===== config.mk =====
export PLATFORM = sky130hd
export DESIGN_NAME = ffc_conv
export DESIGN_NICKNAME = d
export VERILOG_FILES = /design/src/rtl/ffc_pkg.sv /design/src/rtl/ffc_sign_count.sv /design/src/rtl/ffc_barrel.sv /design/src/rtl/ffc_denorm.sv /design/src/rtl/ffc_conv.sv
export SDC_FILE = /design/constraint.sdc
export NUM_CORES = 1
export LEC_CHECK = 0
export ABC_AREA = 1
export BUFFER_PORTS_ARGS = -buffer_cell sky130_fd_sc_hd__buf_2
export CAP_MARGIN = 40
export CELL_PAD_IN_SITES_DETAIL_PLACEMENT = 0
export CELL_PAD_IN_SITES_GLOBAL_PLACEMENT = 1
export CORE_AREA = 2 2 118 108
export CTS_BUF_LIST = sky130_fd_sc_hd__clkbuf_16
export CTS_CLUSTER_DIAMETER = 200
export CTS_CLUSTER_SIZE = 30
export DETAILED_ROUTE_END_ITERATION = 10
export DIE_AREA = 0 0 120 110
export GPL_TIMING_DRIVEN = 0
export PLACE_DENSITY_LB_ADDON = 0.1
export SYNTH_ARGS = -nofsm -noshare
export SYNTH_HDL_FRONTEND = slang
export SYNTH_SLANG_ARGS = --single-unit

===== constraint.sdc =====
create_clock -name clk_i -period 1.9 [get_ports clk_i]
set_input_delay 0.19 -clock clk_i [delete_from_list [all_inputs] [get_ports clk_i]]
set_output_delay 0.19 -clock clk_i [all_outputs]
set_load 0.01 [all_outputs]

===== src/rtl/ffc_pkg.sv =====
package ffc_pkg;
  localparam int EXP_W = 16;

  typedef enum logic [1:0] {
    SH_RIGHT,
    SH_LEFT,
    SH_SAT,
    SH_FILL
  } shift_mode_e;
endpackage


===== src/rtl/ffc_sign_count.sv =====
module ffc_sign_count #(
  parameter int W     = 16,
  parameter int CNT_W = $clog2(W)
) (
  input  logic [W-1:0]     val_i,
  output logic [CNT_W-1:0] cnt_o
);
  // count run of bits below the MSB that repeat it
  always_comb begin
    logic run_ok;
    run_ok = 1'b1;
    cnt_o  = '0;
    for (int i = W - 2; i >= 0; i--) begin
      run_ok = run_ok & (val_i[i] == val_i[W-1]);
      cnt_o  = cnt_o + CNT_W'(run_ok);
    end
  end
endmodule


===== src/rtl/ffc_barrel.sv =====
module ffc_barrel #(
  parameter int W        = 16,
  parameter int CNT_W    = $clog2(W),
  parameter bit TO_RIGHT = 1'b0
) (
  input  logic [W-1:0]     val_i,
  input  logic [CNT_W-1:0] amt_i,
  output logic [W-1:0]     val_o
);
  for (genvar s = 0; s < CNT_W; s++) begin : g_stg
    logic [W-1:0] src;
    logic [W-1:0] q;
    if (s == 0) begin : g_first
      assign src = val_i;
    end else begin : g_next
      assign src = g_stg[s-1].q;
    end
    if (TO_RIGHT) begin : g_shr
      assign q = amt_i[s] ? W'($signed(src) >>> (1 << s)) : src;
    end else begin : g_shl
      assign q = amt_i[s] ? W'(src << (1 << s)) : src;
    end
  end

  assign val_o = g_stg[CNT_W-1].q;
endmodule


===== src/rtl/ffc_denorm.sv =====
module ffc_denorm
  import ffc_pkg::*;
#(
  parameter int W     = 16,
  parameter int CNT_W = $clog2(W)
) (
  input  logic [W-1:0]     frac_i,
  input  logic [EXP_W-1:0] exp_i,
  output logic [W-1:0]     fix_o
);
  logic [CNT_W-1:0] head_cnt;
  logic [EXP_W:0]   mag;
  logic             neg, big, over, zero, sgn;
  logic [W-1:0]     shl, shr;
  shift_mode_e      mode;

  ffc_sign_count #(.W(W), .CNT_W(CNT_W)) u_cnt (
    .val_i (frac_i),
    .cnt_o (head_cnt)
  );

  assign neg  = exp_i[EXP_W-1];
  // 17-bit magnitude so that -32768 stays exact
  assign mag  = neg ? (~{1'b1, exp_i}) + (EXP_W+1)'(1) : {1'b0, exp_i};
  assign big  = mag >= (EXP_W+1)'(W);
  assign over = mag > (EXP_W+1)'(head_cnt);
  assign zero = (frac_i == '0);
  assign sgn  = frac_i[W-1];

  always_comb begin
    if (neg)               mode = big ? SH_FILL : SH_RIGHT;
    else if (!zero && over) mode = SH_SAT;
    else                   mode = SH_LEFT;
  end

  ffc_barrel #(.W(W), .CNT_W(CNT_W), .TO_RIGHT(1'b1)) u_shr (
    .val_i (frac_i),
    .amt_i (mag[CNT_W-1:0]),
    .val_o (shr)
  );

  ffc_barrel #(.W(W), .CNT_W(CNT_W), .TO_RIGHT(1'b0)) u_shl (
    .val_i (frac_i),
    .amt_i (mag[CNT_W-1:0]),
    .val_o (shl)
  );

  always_comb begin
    case (mode)
      SH_RIGHT: fix_o = shr;
      SH_LEFT:  fix_o = shl;
      SH_SAT:   fix_o = sgn ? {1'b1, {(W-1){1'b0}}} : {1'b0, {(W-1){1'b1}}};
      SH_FILL:  fix_o = {W{sgn}};
    endcase
  end
endmodule


===== src/rtl/ffc_conv.sv =====
module ffc_conv
  import ffc_pkg::*;
#(
  parameter int FRAC_W = 16
) (
  input  logic              clk_i,
  input  logic              rst_ni,
  input  logic [FRAC_W-1:0] fix_i,
  input  logic [FRAC_W-1:0] frac_i,
  input  logic [EXP_W-1:0]  exp_i,
  output logic [FRAC_W-1:0] frac_o,
  output logic [EXP_W-1:0]  exp_o,
  output logic [FRAC_W-1:0] fix_o
);
  localparam int CNT_W = $clog2(FRAC_W);

  if (!(FRAC_W == 16 || FRAC_W == 32)) begin : g_bad_w
    $error("ffc_conv: FRAC_W must be 16 or 32");
  end

  logic [CNT_W-1:0]  fwd_cnt;
  logic [FRAC_W-1:0] fwd_frac, rev_fix;
  logic [EXP_W-1:0]  fwd_exp;

  ffc_sign_count #(.W(FRAC_W), .CNT_W(CNT_W)) u_fwd_cnt (
    .val_i (fix_i),
    .cnt_o (fwd_cnt)
  );

  ffc_barrel #(.W(FRAC_W), .CNT_W(CNT_W), .TO_RIGHT(1'b0)) u_fwd_shl (
    .val_i (fix_i),
    .amt_i (fwd_cnt),
    .val_o (fwd_frac)
  );

  assign fwd_exp = EXP_W'(0) - EXP_W'(fwd_cnt);

  ffc_denorm #(.W(FRAC_W), .CNT_W(CNT_W)) u_rev (
    .frac_i (frac_i),
    .exp_i  (exp_i),
    .fix_o  (rev_fix)
  );

  always_ff @(posedge clk_i or negedge rst_ni) begin
    if (!rst_ni) begin
      frac_o <= '0;
      exp_o  <= '0;
      fix_o  <= '0;
    end else begin
      frac_o <= fwd_frac;
      exp_o  <= fwd_exp;
      fix_o  <= rev_fix;
    end
  end
endmodule


==> reports/metrics.csv <==
metric;value;unit
design_area;6870;um^2
drive_gt1_share;33.7;%
power;4.31;mW
wirelength;15.6;mm
drtPass1Iterations;5;
fin_nets;1033;
finalHoldViolations;37;
die_w;120;um
syn_inst;794;
final_cell_mix;nand2_1, buf_2, inv_1;
endpoint_kind;register;
synth_edf_count;0;
vias;5702;
ys_warn_count;0;
ys_ff_latch;37;
maxSlewViolCount;0;
synth_area;4920;um^2
fp-row-count;38;
ios;98;
cts_tree;yes;
post-route-min-period;5680;ps
status;finished, violations left;
synthArstFlopShare;100;%
whs;-16.4;ps
antenna_left;0;
avgSynthCellArea;6.20;um^2
routedWlPerCell;14.0;um
cellLeakagePower;3.44;nW
worst_pin_slew;747;ps
dp_slack;-4510;ps
grt_use_total;23.3;%
fin_crit_sh;299;%
rsz0062_at_grt;yes;
area_growth;39.5;%
critPathMaxStageDelay;520;ps
avgViaCountPerCell;5.12;
tns;-116610;ps
grt_pass1_vias;5236;
synthTopCellsByArea;dfrtp_1, nand2_1, o21ai_0;
placedInstanceArea;5850;um^2
gr-total-overflow;0;
crit_arrival;5830;ps
cpMaxStageDelayCell;fa_1;
cp_max_fo;5;
initial_core_util;41.3;%
synth_top_area_share;18.8;%
ir_worst_vdd;0.000408;V
failed_checks;hold timing, setup timing;
drc;0;
startpoint_type;input pin;
grt_max_degree;38;
synth_cell_types;48;
slew_headroom;50.2;%
coreArea;11900;um^2
drv_cap;0;
gp_congestion;0.952;
required;2050;ps
setup_slack;-3780;ps
place_hpwl;12.3;mm
antenna_found_initial;1;
setup-violations-final;37;
mostFrequentLayoutCell;nand2_1;
grt_pass1_wl;25.3;mm
ys_seq_area_share;18.8;%
synth_top_area_cell;dfrtp_1;
synthFlopType;dfrtp_1;
crit_family;adder cells;
fmax;0.176;GHz
clkTransAtPathRegs;60;ps
cts_htree_levels;2;
io_buffers;95;
clock_path_buffers;2;
pwr_density_cell;628;nW/um^2
fp.dieH;110;um
clk_root_buffer_cell;clkbuf_16;
synth_nets;876;
path_buf_inv;12;
first_iter_violations;383;
die-area;13200;um^2
cts_buffers;5;
hold_path.class;in -> async;
criticalPathCategory;in -> reg;
cts.sinks;37;
-- power by group --
part	internal, mW	total (mW)	switching, mW
Combinational	1.08	2.53	1.46
Sequential	0.952	1.01	0.0567
Clock	0.479	0.769	0.290
-- cells in the mapped netlist (2+ instances only) --
library cell,number
nand2_1,208
inv_1,85
o21ai_0,83
nor2_1,77
nand3_1,66
dfrtp_1,37
o21ai_1,35
a21oi_1,29
clkbuf_1,17
fa_1,17
ha_1,15
buf_4,12
inv_2,11
buf_2,10
buf_6,8
xor2_1,7
mux2i_1,6
nand2_2,6
nand4_1,6
xnor2_1,6
nand3b_1,5
nor3_1,5
o211ai_1,5
nor2_2,4
clkinv_1,3
o22ai_1,3
a211oi_1,2
nor4_1,2
o221ai_1,2
o31ai_1,2
or2_2,2
xor2_4,2
-- layout make-up --
| type | instances | area (um^2) |
|---|---|---|
| fill | 1106 | 5070 |
| multi-input combinational | 609 | 3840 |
| timing repair buffer | 149 | 960 |
| sequential | 37 | 926 |
| inverter | 100 | 405 |
| buffer | 48 | 379 |
| tap | 160 | 200 |
| clock buffer | 5 | 125 |
| clock inverter | 3 | 17.5 |
| timing repair inverter | 1 | 11.3 |
| antenna | 1 | 2.50 |
-- flip-flops by register name, indices dropped and copies added, names as in the netlist --
signal  cells
exp_o       5
frac_o     16
fix_o      16
-- metrics by stage --
stage	util (%)	instances
after global placement	49.0	1049
after floorplan	-	794
final	57.5	1113
after CTS	55.8	1107
after global routing	57.5	1113
after detailed placement	49.0	1049
-- metal layers --
layer	track usage [%]	vias up	wire, um
li1	-	2882	-
met1	32.9	2602	7420
met2	40.2	197	7140
met3	1.13	21	813
met4	4.71	0	210
met5	0	-	0
-- cells by family after synthesis --
logic type      Yosys count  share of synthesized area (%)
fa+ha+maj                32                           10.7
xor+xnor                 16                           3.76
mux                       6                           1.22
compound gates          170                           18.8
flops                    37                           18.8
simple gates            385                           33.0
buf+inv                 148                           13.7
-- worst paths after layout --
check / startpoint / end / slack, ps / cells past startpoint
max: frac_i[15] / fix_o[3]$_DFF_PN0_ / -3780 / 36
min: rst_ni / exp_o[1]$_DFF_PN0_ / -20 / 1
max in group asynchronous: rst_ni / frac_o[4]$_DFF_PN0_ / 1440 / 1
min in group clk_i: fix_i[0] / frac_o[0]$_DFF_PN0_ / 220 / 3
-- repair_timing --
action                                  4_1_cts  5_1_grt
hold buffers                                  0        0
pin swaps                                    44       42
endpoints found under the setup margin       37       37
gates cloned                                  4        0
setup buffers                                46        7
gates resized for setup                      72       54
(Power assumes the default switching activity.)
